--- src/rtl/lfw_pkg.sv ---
package lfw_pkg;
  // Number of pixels in one column across the edge (p7..p0, q0..q7).
  localparam int TAPS  = 16;
  localparam int IDX_W = 4;

  typedef enum logic {
    ST_IDLE = 1'b0,
    ST_RUN  = 1'b1
  } lfw_state_e;

  // Tap bounds and rewrite band per mode (index 0 = p7, 15 = q7).
  localparam logic [IDX_W-1:0] LONG_LO    = 4'd0;
  localparam logic [IDX_W-1:0] LONG_HI    = 4'd15;
  localparam logic [IDX_W-1:0] SHORT_LO   = 4'd4;
  localparam logic [IDX_W-1:0] SHORT_HI   = 4'd11;
  localparam logic [IDX_W-1:0] LONG_FIRST = 4'd1;
  localparam logic [IDX_W-1:0] LONG_LAST  = 4'd14;
  localparam logic [IDX_W-1:0] SHORT_FIRST = 4'd5;
  localparam logic [IDX_W-1:0] SHORT_LAST  = 4'd10;
  // Half window reach on each side of the centre tap.
  localparam logic [2:0] LONG_REACH  = 3'd7;
  localparam logic [2:0] SHORT_REACH = 3'd3;
endpackage

--- src/rtl/lfw_sum_init.sv ---
module lfw_sum_init
  import lfw_pkg::*;
#(
  parameter int PIX_W = 10,
  parameter int SUM_W = PIX_W + 5
) (
  input  logic [PIX_W-1:0] pix [TAPS],
  input  logic             wide,
  output logic [SUM_W-1:0] sum0
);

  logic [SUM_W-1:0] long_acc;
  logic [SUM_W-1:0] short_acc;

  // Long window start: 7*p7 + 2*p6 + p5..q0 + 8
  always_comb begin
    long_acc = (SUM_W'(pix[0]) << 3) - SUM_W'(pix[0]) + (SUM_W'(pix[1]) << 1);
    for (int k = 2; k <= 8; k++) begin
      long_acc = long_acc + SUM_W'(pix[k]);
    end
    long_acc = long_acc + SUM_W'(8);
  end

  // Short window start: 3*p3 + 2*p2 + p1 + p0 + q0 + 4
  always_comb begin
    short_acc = (SUM_W'(pix[4]) << 2) - SUM_W'(pix[4]) + (SUM_W'(pix[5]) << 1);
    for (int k = 6; k <= 8; k++) begin
      short_acc = short_acc + SUM_W'(pix[k]);
    end
    short_acc = short_acc + SUM_W'(4);
  end

  assign sum0 = wide ? long_acc : short_acc;

endmodule

--- src/rtl/lfw_sum_step.sv ---
module lfw_sum_step
  import lfw_pkg::*;
#(
  parameter int PIX_W = 10,
  parameter int SUM_W = PIX_W + 5
) (
  input  logic [PIX_W-1:0] pix [TAPS],
  input  logic [SUM_W-1:0] sum,
  input  logic [IDX_W-1:0] idx,
  input  logic             wide,
  output logic [SUM_W-1:0] sum_nxt,
  output logic [PIX_W-1:0] filt
);

  logic [2:0]       reach;
  logic [IDX_W-1:0] lo;
  logic [IDX_W-1:0] hi;
  logic [IDX_W-1:0] left_tap;
  logic [IDX_W-1:0] right_tap;
  logic [IDX_W-1:0] next_tap;
  logic [IDX_W:0]   right_raw;

  always_comb begin
    reach = wide ? LONG_REACH : SHORT_REACH;
    lo    = wide ? LONG_LO    : SHORT_LO;
    hi    = wide ? LONG_HI    : SHORT_HI;

    // Tap leaving on the left, clamped to the outermost pixel.
    if (idx >= lo + IDX_W'(reach)) begin
      left_tap = idx - IDX_W'(reach);
    end else begin
      left_tap = lo;
    end

    // Tap entering on the right, clamped to the outermost pixel.
    right_raw = {1'b0, idx} + (IDX_W+1)'(reach) + (IDX_W+1)'(1);
    if (right_raw > {1'b0, hi}) begin
      right_tap = hi;
    end else begin
      right_tap = right_raw[IDX_W-1:0];
    end

    next_tap = idx + IDX_W'(1);

    // All four taps come from the unfiltered column.
    sum_nxt = sum
            - SUM_W'(pix[idx])
            - SUM_W'(pix[left_tap])
            + SUM_W'(pix[next_tap])
            + SUM_W'(pix[right_tap]);

    filt = wide ? sum[PIX_W+3:4] : sum[PIX_W+2:3];
  end

endmodule

--- src/rtl/lfw_ctrl.sv ---
module lfw_ctrl
  import lfw_pkg::*;
(
  input  logic             clk,
  input  logic             rst_n,
  input  logic             start,
  input  logic             start_wide,
  input  logic             run_wide,
  output logic             busy,
  output logic             step_en,
  output logic             last_step,
  output logic [IDX_W-1:0] idx,
  output logic             done
);

  lfw_state_e       state_q, state_d;
  logic [IDX_W-1:0] idx_q, idx_d;
  logic             done_q, done_d;
  logic [IDX_W-1:0] last_idx;

  assign last_idx  = run_wide ? LONG_LAST : SHORT_LAST;
  assign step_en   = (state_q == ST_RUN);
  assign last_step = step_en && (idx_q == last_idx);
  assign busy      = step_en;
  assign idx       = idx_q;
  assign done      = done_q;

  always_comb begin
    state_d = state_q;
    idx_d   = idx_q;
    done_d  = step_en && last_step;
    unique case (state_q)
      ST_IDLE: begin
        if (start) begin
          state_d = ST_RUN;
          idx_d   = start_wide ? LONG_FIRST : SHORT_FIRST;
        end
      end
      ST_RUN: begin
        idx_d = idx_q + IDX_W'(1);
        if (last_step) begin
          state_d = ST_IDLE;
        end
      end
      default: state_d = ST_IDLE;
    endcase
  end

  always_ff @(posedge clk or negedge rst_n) begin
    if (!rst_n) begin
      state_q <= ST_IDLE;
      idx_q   <= '0;
      done_q  <= 1'b0;
    end else begin
      state_q <= state_d;
      idx_q   <= idx_d;
      done_q  <= done_d;
    end
  end

endmodule

--- src/rtl/lfw_wide_smooth.sv ---
module lfw_wide_smooth
  import lfw_pkg::*;
#(
  parameter int PIX_W = 10
) (
  input  logic                  clk,
  input  logic                  rst_n,
  input  logic                  in_valid,
  output logic                  in_ready,
  input  logic                  in_wide,
  input  logic                  in_sel,
  input  logic [TAPS*PIX_W-1:0] in_pix,
  output logic                  out_valid,
  output logic [TAPS*PIX_W-1:0] out_pix
);

  // 16 * (2^PIX_W - 1) + 8 fits in PIX_W + 4 bits; one spare bit kept.
  localparam int SUM_W = PIX_W + 5;

  logic [PIX_W-1:0] in_arr [TAPS];
  logic [PIX_W-1:0] orig_q [TAPS];
  logic [PIX_W-1:0] orig_d [TAPS];
  logic [PIX_W-1:0] res_q  [TAPS];
  logic [PIX_W-1:0] res_d  [TAPS];
  logic [SUM_W-1:0] sum_q, sum_d, sum0, sum_nxt;
  logic             wide_q, wide_d;
  logic             sel_q, sel_d;
  logic [PIX_W-1:0] filt;
  logic             busy, step_en, last_step, accept, load_en;
  logic [IDX_W-1:0] idx;

  genvar g;
  generate
    for (g = 0; g < TAPS; g++) begin : g_pack
      assign in_arr[g]                 = in_pix[g*PIX_W +: PIX_W];
      assign out_pix[g*PIX_W +: PIX_W] = res_q[g];
    end
  endgenerate

  assign in_ready = !busy;
  assign accept   = in_valid && in_ready;
  assign load_en  = accept || step_en;

  lfw_ctrl u_ctrl (
    .clk        (clk),
    .rst_n      (rst_n),
    .start      (accept),
    .start_wide (in_wide),
    .run_wide   (wide_q),
    .busy       (busy),
    .step_en    (step_en),
    .last_step  (last_step),
    .idx        (idx),
    .done       (out_valid)
  );

  lfw_sum_init #(.PIX_W(PIX_W), .SUM_W(SUM_W)) u_init (
    .pix  (in_arr),
    .wide (in_wide),
    .sum0 (sum0)
  );

  lfw_sum_step #(.PIX_W(PIX_W), .SUM_W(SUM_W)) u_step (
    .pix     (orig_q),
    .sum     (sum_q),
    .idx     (idx),
    .wide    (wide_q),
    .sum_nxt (sum_nxt),
    .filt    (filt)
  );

  always_comb begin
    orig_d = orig_q;
    res_d  = res_q;
    sum_d  = sum_q;
    wide_d = wide_q;
    sel_d  = sel_q;
    if (accept) begin
      orig_d = in_arr;
      res_d  = in_arr;
      sum_d  = sum0;
      wide_d = in_wide;
      sel_d  = in_sel;
    end else if (step_en) begin
      res_d[idx] = sel_q ? filt : orig_q[idx];
      sum_d      = sum_nxt;
    end
  end

  // Datapath registers: clock-enabled, no reset needed.
  always_ff @(posedge clk) begin
    if (load_en) begin
      orig_q <= orig_d;
      res_q  <= res_d;
      sum_q  <= sum_d;
      wide_q <= wide_d;
      sel_q  <= sel_d;
    end
  end

endmodule

--- config.mk ---
export PLATFORM = sky130hd
export DESIGN_NAME = lfw_wide_smooth
export DESIGN_NICKNAME = d
export VERILOG_FILES = /design/src/rtl/lfw_pkg.sv /design/src/rtl/lfw_sum_init.sv /design/src/rtl/lfw_sum_step.sv /design/src/rtl/lfw_ctrl.sv /design/src/rtl/lfw_wide_smooth.sv
export SDC_FILE = /design/constraint.sdc
export NUM_CORES = 1
export LEC_CHECK = 0
export ABC_AREA = 1
export BUFFER_PORTS_ARGS = -buffer_cell sky130_fd_sc_hd__buf_2
export CAP_MARGIN = 25
export CORE_AREA = 2 2 289 291
export CTS_CLUSTER_DIAMETER = 200
export DETAILED_ROUTE_END_ITERATION = 8
export DIE_AREA = 0 0 291 293
export RECOVER_POWER = 50
export SLEW_MARGIN = 20
export SYNTH_ARGS = -nofsm -noshare
export SYNTH_HDL_FRONTEND = slang
export SYNTH_SLANG_ARGS = --single-unit
--- constraint.sdc ---
create_clock -name clk -period 15.74 [get_ports clk]
set_input_delay 0 -clock clk [delete_from_list [all_inputs] [get_ports clk]]
set_output_delay 0 -clock clk [all_outputs]
set_load 0.005 [all_outputs]
## After elaboration in Yosys (flattened, before gate mapping)

Cells that the tools add are included.

| cells by class | value |
|---|---|
| $add $sub $neg | 25 |
| $lt $le $gt $ge | 7 |
| equality and inequality tests | 2 |
| mux-type cells | 34 |
| bitwise gates (word level) | 5 |
| reductions and logical operators | 9 |

Operator list:

| kind | number |
|---|---|
| $mux 160 | 2 |
| $add 15x10->15 | 12 |
| $bmux 10 s4 | 4 |
| $bwmux 160 | 1 |
| $mux 10 | 11 |
| $mux 15 | 3 |
| $demux 10 s4 | 1 |
| $add 15x11->15 | 2 |
| $sub 15x10->15 | 2 |
| $ge 5x5->1 const B | 4 |
| $not 4->5 | 4 |
| $add 15x3->15 const B | 1 |
| $add 15x4->15 const B | 1 |
| $mux 3 | 5 |
| $sub 13x10->14 | 1 |
| $sub 12x10->13 | 1 |
| $mux 4 | 3 |
| $pmux 4 s2 | 1 |
| $add 4x3->5 | 1 |
| $add 5x1->5 const B | 1 |
| $gt 5x4->1 | 1 |
| $lt 5x1->1 const B | 1 |
| $add 4x1->4 const B | 1 |
| $add 4x3->4 | 1 |
| other kinds (12) | 17 |

| word-level totals | value |
|---|---|
| register bits after elaboration | 343 |
| input bits | 165 |
| output and inout port bits | 162 |
| word-level logic and storage cells | 120 |

## Longest topological paths before layout

Gate-level depths: netlist (run 1).

| logic depth | value |
|---|---|
| depth after elaboration | 13 |
| mapped depth | 31 |
| depth with buffers taken out | 28 |

## Cells and area by module

From an unflattened synthesis (run 1), not the netlist that was laid out.

| second synthesis, totals | value |
|---|---|
| cell total of the unflattened synthesis | 3559 |
| area total of the unflattened synthesis | 27580.2 sq um |

Modules (own cells, without submodules):

| module | instances | cells each | area an instance (sq um) | seq. area each (sq um) |
|---|---|---|---|---|
| lfw_wide_smooth | 1 | 1416 | 14702.9 | 10119.7 |
| lfw_sum_step | 1 | 1301 | 6969.2 | 0.0 |
| lfw_sum_init | 1 | 798 | 5581.6 | 0.0 |
| lfw_ctrl | 1 | 44 | 326.6 | 150.1 |

## Worst setup path after synthesis (run 1)

OpenSTA, ideal clock, no wires.

| timing path | value |
|---|---|
| kind | reg-to-reg |
| start point | register u_ctrl.state_q, in the netlist u_ctrl.busy |
| end point | register orig_q[0] in the netlist's numbering (enable) |
| setup time | 589 ps |
| data arrival time | 5650 ps |
| required time | 15151 ps |
| slack | 9501 ps |
| cell stages (with the launch flop) | 5 |
| path buffers | 3 |
| period minus slack after synthesis | 6239 ps |
| cell sequence | dfrtp_1 -> nor2_1 -> clkbuf_1 -> clkbuf_1 -> clkbuf_1 |

| between the ends | value |
|---|---|
| longest elaborated chain between the ends | 4 |

Ends and longest elaborated chain:

| what | RTL line | text |
|---|---|---|
| start, declared | lfw_ctrl.sv:16 | `lfw_state_e state_q, state_d;` |
| start signal, assigned | lfw_ctrl.sv:55 | `state_q <= state_d;` |
| $logic_not 1->1 | lfw_wide_smooth.sv:40 | `assign in_ready = !busy;` |
| $logic_and 1x1->1 | lfw_wide_smooth.sv:41 | `assign accept = in_valid && in_ready;` |
| $logic_or 1x1->1 | lfw_wide_smooth.sv:42 | `assign load_en = accept \|\| step_en;` |
| $reduce_and 2->1 (no line) (*) | n/a |  |
| end signal, assigned | lfw_wide_smooth.sv:93 | `orig_q <= orig_d;` |
| end, declared | lfw_wide_smooth.sv:21 | `logic [PIX_W-1:0] orig_q [TAPS];` |

Every way passes the cells marked *; elsewhere a longest branch is shown, timed or not.
A chain may end at the register's enable or synchronous reset.

## Worst setup path after layout (run 1)

| timing path | value |
|---|---|
| start point | register u_ctrl.idx_q[0], in the netlist u_ctrl.idx[0] |
| end point | register sum_q[9], data pin |

| between the ends | value |
|---|---|
| longest elaborated chain between the ends | 11 |
| elaborated cells between the ends (all ways) | 30 |
| classes of those cells | add/sub (8); order compare (2); mux (16); bitwise (4) |

Ends and longest elaborated chain:

| what | RTL line | text |
|---|---|---|
| start, declared | lfw_ctrl.sv:17 | `logic [IDX_W-1:0] idx_q, idx_d;` |
| start signal, assigned | lfw_ctrl.sv:56 | `idx_q <= idx_d;` |
| branches (longest 8 deep; another with $sub 15x10->15) | n/a |  |
| $add 15x10->15 (*) | lfw_sum_step.sv:50 | `+ SUM_W'(pix[right_tap]);` |
| $mux 15 (*) | lfw_wide_smooth.sv:84 | `end else if (step_en) begin` |
| $mux 15 (*) | lfw_wide_smooth.sv:78 | `if (accept) begin` |
| net sum_d[9] | lfw_wide_smooth.sv:25 | `logic [SUM_W-1:0] sum_q, sum_d, sum0, sum_nxt;` |
| end signal, assigned | lfw_wide_smooth.sv:95 | `sum_q <= sum_d;` |
| end, declared | lfw_wide_smooth.sv:25 |  |

Mark *: on every way through the listed nets, which the timed path passes. The select of a mux whose other input is x is not followed.

==> results.toml, run 1 <==
[drt]
first_pass_iters = 7
wl_per_cell_um = 25.18
met3WireLength_um = 8137
routed_wl_um = 112100
wl_met2_um = 53690
vias = 23200
drc_errors = 0
ant_nets = 0
vias_per_cell = 5.211
first_iter_violations = 2927
wl_met1_um = 44150
top_layer_used = "met4"

[setup_path]
r2r_slack_ns = 9.02
crit_arrival_ns = 7.03
critical_path_class = "reg2reg"
end_kind = "register"
worst-r2r-cell-count = 23
path_max_fanout = 59
worstReg2RegStart = "u_ctrl.idx[0]"
cp_slowest_stage_delay_ns = 0.81
path_delay_family = "adder cells"
startpoint_type = "register"
r2r-end = "sum_q[9]"
required_ns = 16.05
worstPathCellList = "inv_4 -> ha_1 -> buf_4 -> clkinv_1 -> buf_4 -> a21oi_1 -> o21ai_0 -> o22ai_1 -> o211ai_1 -> nand2_1 -> fa_1 -> inv_1 -> fa_1 -> fa_1 -> inv_1 -> ha_1 -> a21oi_1 -> o21ai_0 -> a21oi_1 -> o21bai_1 -> xor2_1 -> nand2_1 -> nand2_1"
crit_buf_inv = 6
cp_slowest_cell = "dfrtp_4"

[timing]
setup_tns_ns = 0
fin_crit_ns = 6.718
worst_pin_slew_ns = 1.486
post-route-period-util = 0.4268
slew_violations = 0
max_freq_ghz = 0.1489
slew-limit-headroom = 0.009179
finalSetupViolations = 0
fin_skew_ns = 0.02727
final_hold_viol_count = 0
whs_ns = 0.1874
rsz0062_at_grt = "false"

[hold_path]
holdPathEnd = "orig_q[37]"
worst_hold_path_type = "in2reg"
min_delay_path_depth = 2
hold_start = "in_pix[127]"

[global_routing]
grt-ovfl-total = 0
grt_util_all_layers = 0.2584
first_global_vias = 22471
grt_max_degree = 186
antenna_found_initial = 5
grt_pass1_wl_um = 158400

[synthesis]
yosys-top-cells-area = "edfxtp_1, nand2_1, fa_1"
postSynth.asyncResetShare = 0.01754
synth_top_area_cell = "edfxtp_1"
yosys_warnings = 0
synth_flop_cell = "edfxtp_1"
synth_nets = 3282
synth-seq-cells = 342
netlist_area_um2 = 24520
post_synth_inst_count = 2908
synth_top_area_frac = 0.4114
synth_edf_count = 336
syn_area_per_cell_um2 = 8.433
synth_cell_types = 47
seq_area_frac_synth = 0.4176

[cts]
clock_sinks = 342
ctsResizeCount = 0
cts_buffer_depth = 3
cts_tree = "done"
clock_latency_ns = 0.58
clockRootBuffer = "clkbuf_16"
cts-hold-fix-buffers = 165
cts_buffers = 38
cts.clk_slew.worst_paths_ns = 0.06
htreeDepth = 2
postCtsSetupBuffers = 0

[run_status]
status = "finished, final reports clean"

[placement]
place_congestion = 1.006
post-dp-hpwl_um = 84950
dp.cells = 4213
numPortBuffers = 326

[final_layout]
final_nets = 3724
layout-drive-gt1-share = 0.06896
ff_latch_area_um2 = 10240
syn_to_final_growth_pct = 21.52
layoutNonFillerInstCount = 4452
final_common_cell = "nand2_1"
fill_cells = 8493
layout_common_cells = "nand2_1, inv_1, edfxtp_1"
fin_util = 0.3641
multiInputGateArea_um2 = 12110

[floorplan]
floorplan.initialDensity = 0.2996
rows = 105
dieArea_um2 = 85260
io_pins = 327
core_um2 = 81850
dieWidth_um = 291
die_height_um = 293

[job]
max-cap-violations = 0
[registers in the layout (all words and copies together) (netlist names)]
signal and count:
orig_q 160, out_pix 160, sum_q 14, u_ctrl.idx 4
sel_q 1, u_ctrl.busy 1, u_ctrl.done 1, wide_q 1
[stage by stage]
| stage | cell area, um^2 | setup slack [ns] |
|---|---|---|
| after global placement | 27200 | 9.270 |
| after detailed placement | 27220 | 9.167 |
| final | 29800 | 9.022 |
| after floorplan | 24520 | 9.501 |
| after global routing | 29800 | 8.510 |
| after CTS | 30090 | 9.151 |
[cells by family after synthesis]
logic type	Yosys count	synth area share
xor+xnor	33	0.01179
buf+inv	544	0.08955
flops	342	0.4176
compound gates	623	0.1403
simple gates	1157	0.1953
fa+ha+maj	209	0.1455
[final cells by class]
type,instances,share of cell area
Antenna cell,3,0.0002519
Clock buffer,48,0.03388
Clock inverter,21,0.007054
Inverter,413,0.05211
Multi-Input combinational cell,2022,0.4064
Sequential cell,342,0.3438
Tap cell,1070,0.04493
Timing Repair Buffer,533,0.1116
[synth_stat cells, drive strengths merged (23+ instances only)]
cell and count:
o21ai 316, o211ai 61, fa 127, clkbuf 68
nand2 691, inv 408, xor2 23, a21oi 166
nand3 240, edfxtp 336, o22ai 37, nor2 181
ha 82, buf 63
[layer usage]
metal,GRT usage,up-vias
li1,-,10618
met1,0.3228,11182
met2,0.4409,1160
met3,0.03570,240
met4,0.1245,0
met5,0,-
[how the worst max path moves through the flow]
stage / startpoint / endpoint / slack [ns] / depth (start not counted)
floorplan: u_ctrl.busy / orig_q[0] / 9.50 / 4
global placement: u_ctrl.idx[0] / sum_q[13] / 9.27 / 24
CTS: u_ctrl.idx[0] / sum_q[9] / 9.15 / 23
finish: u_ctrl.idx[0] / sum_q[9] / 9.02 / 23
detailed placement: u_ctrl.idx[0] / sum_q[9] / 9.17 / 23
global route: u_ctrl.idx[0] / sum_q[9] / 8.51 / 23
Power of run 1 is left out: the tool's default activity adds up to more than one toggle a clock period on the data nets, which glitch-free logic cannot reach.
==> run 2, diff against run 1 <==
Clock period 15.74 ns to 5.5 ns, I/O delays scaled along.
==> run 2 against run 1 <==
Effect of this change:
- the run now ends with max-capacitance violations, max-slew violations left
- global-route usage rose by 0.33 points
- sequential cell count did not move
- worst hold slack got worse by 0.0026 ns
- routed wire length rose by 1.4%
- clock skew rose by 0.020 ns
- core utilization rose by 1.2 points
- design area rose by 3.3%
- first-iteration DRC count fell by 12%
==> results.toml, run 2 (same netlist as run 1, synthesis figures left out) <==
[drt]
wl_met2_um = 55070
first_pass_iters = 7
wl_per_cell_um = 24.90
vias = 23652
met3WireLength_um = 7724
ant_nets = 0
wl_met1_um = 43950
vias_per_cell = 5.182
top_layer_used = "met5"
drc_errors = 0
routed_wl_um = 113700
first_iter_violations = 2566

[cts]
cts_buffers = 38
cts_tree = "done"
clock_latency_ns = 0.59
cts_buffer_depth = 3
clockRootBuffer = "clkbuf_16"
cts.clk_slew.worst_paths_ns = 0.07
clock_sinks = 342
postCtsSetupBuffers = 0
htreeDepth = 2

[floorplan]
die_height_um = 293
rows = 105
core_um2 = 81850
dieArea_um2 = 85260
io_pins = 327
floorplan.initialDensity = 0.2996
dieWidth_um = 291

[hold_path]
holdPathEnd = "orig_q[25]"
min_delay_path_depth = 2
worst_hold_path_type = "in2reg"
hold_start = "in_pix[135]"

[final_layout]
syn_to_final_growth_pct = 25.57
layout_common_cells = "nand2_1, inv_1, edfxtp_1"
fin_util = 0.3762
final_nets = 3838
fill_cells = 8489
final_common_cell = "nand2_1"
layout-drive-gt1-share = 0.1011

[placement]
numPortBuffers = 326
post-dp-hpwl_um = 88750
place_congestion = 1.026
place_ws_ns = 0.2221

[timing]
final_hold_viol_count = 0
post-route-period-util = 0.9540
fin_crit_ns = 5.247
setup_tns_ns = 0
fin_skew_ns = 0.04762
fin_ws_ns = 0.2528
worst_pin_slew_ns = 2.662
max_freq_ghz = 0.1906
slew-limit-headroom = -0.7746
finalSetupViolations = 0
slew_violations = 115

[setup_path]
cp_slowest_stage_delay_ns = 0.51
cp_slowest_cell = "dfrtp_4"
r2r-end = "sum_q[12]"
required_ns = 5.82
path_delay_family = "adder cells"
critical_path_class = "reg2reg"
crit_top_cell = "nand2_1"
crit_buf_inv = 7
startpoint_type = "register"
path_max_fanout = 30
worst-r2r-cell-count = 25
worstReg2RegStart = "u_ctrl.idx[0]"
r2r_slack_ns = 0.25
end_kind = "register"
crit_arrival_ns = 5.57

[global_routing]
grt_max_degree = 127
grt_util_all_layers = 0.2617
antenna_found_initial = 9
grt_pass1_wl_um = 160400
first_global_vias = 22910
grt-ovfl-total = 0

[run_status]
status = "finished, violations left"
violations = "max-capacitance violations, max-slew violations"

[job]
max-cap-violations = 1
run 2: stage by stage:
step,hold slack [ns],instance area [um^2],std cells
after floorplan,-0.2956,24520,2908
final,0.1847,30790,4564
after detailed placement,-0.1142,28160,4327
after global routing,0.1992,30790,4563
after CTS,0.1375,31030,4558
after global placement,-0.1166,28150,4326
run 2: how the worst max path moves through the flow:
stage	start	to	slack, ns	depth (start not counted)
after global routing	u_ctrl.idx[2]	sum_q[9]	-0.005	21
after global placement	u_ctrl.idx[0]	sum_q[10]	0.28	24
after CTS	u_ctrl.idx[0]	sum_q[13]	0.13	28
after floorplan	u_ctrl.idx[0]	sum_q[13]	0.0003	30
final	u_ctrl.idx[0]	sum_q[12]	0.25	25
after detailed placement	u_ctrl.idx[0]	sum_q[10]	0.22	24
run 2: what timing repair did:
item                       in CTS  in global routing
setup endpoints to repair       0                  9
hold buffers                  165                  0
resized for setup               0                 19
hold endpoints to repair      327                  0
run 2: cell type report:
cell class	instances	area (um^2)	area share
antenna	4	10.01	0.0003251
clock buffer	45	977.2	0.03173
clock inverter	21	246.5	0.008005
inverter	413	1553	0.05042
multi-input combinational	2022	12130	0.3939
sequential	342	10240	0.3327
tap	1070	1339	0.04348
timing repair buffer	647	4295	0.1395
run 2: routing by layer:
layer / global-route usage / up-vias
li1: - / 10813
met1: 0.3163 / 11400
met2: 0.4514 / 1147
met3: 0.03707 / 288
met4: 0.1415 / 4
met5: 0 / -
Power of run 2 is left out for the same reason.
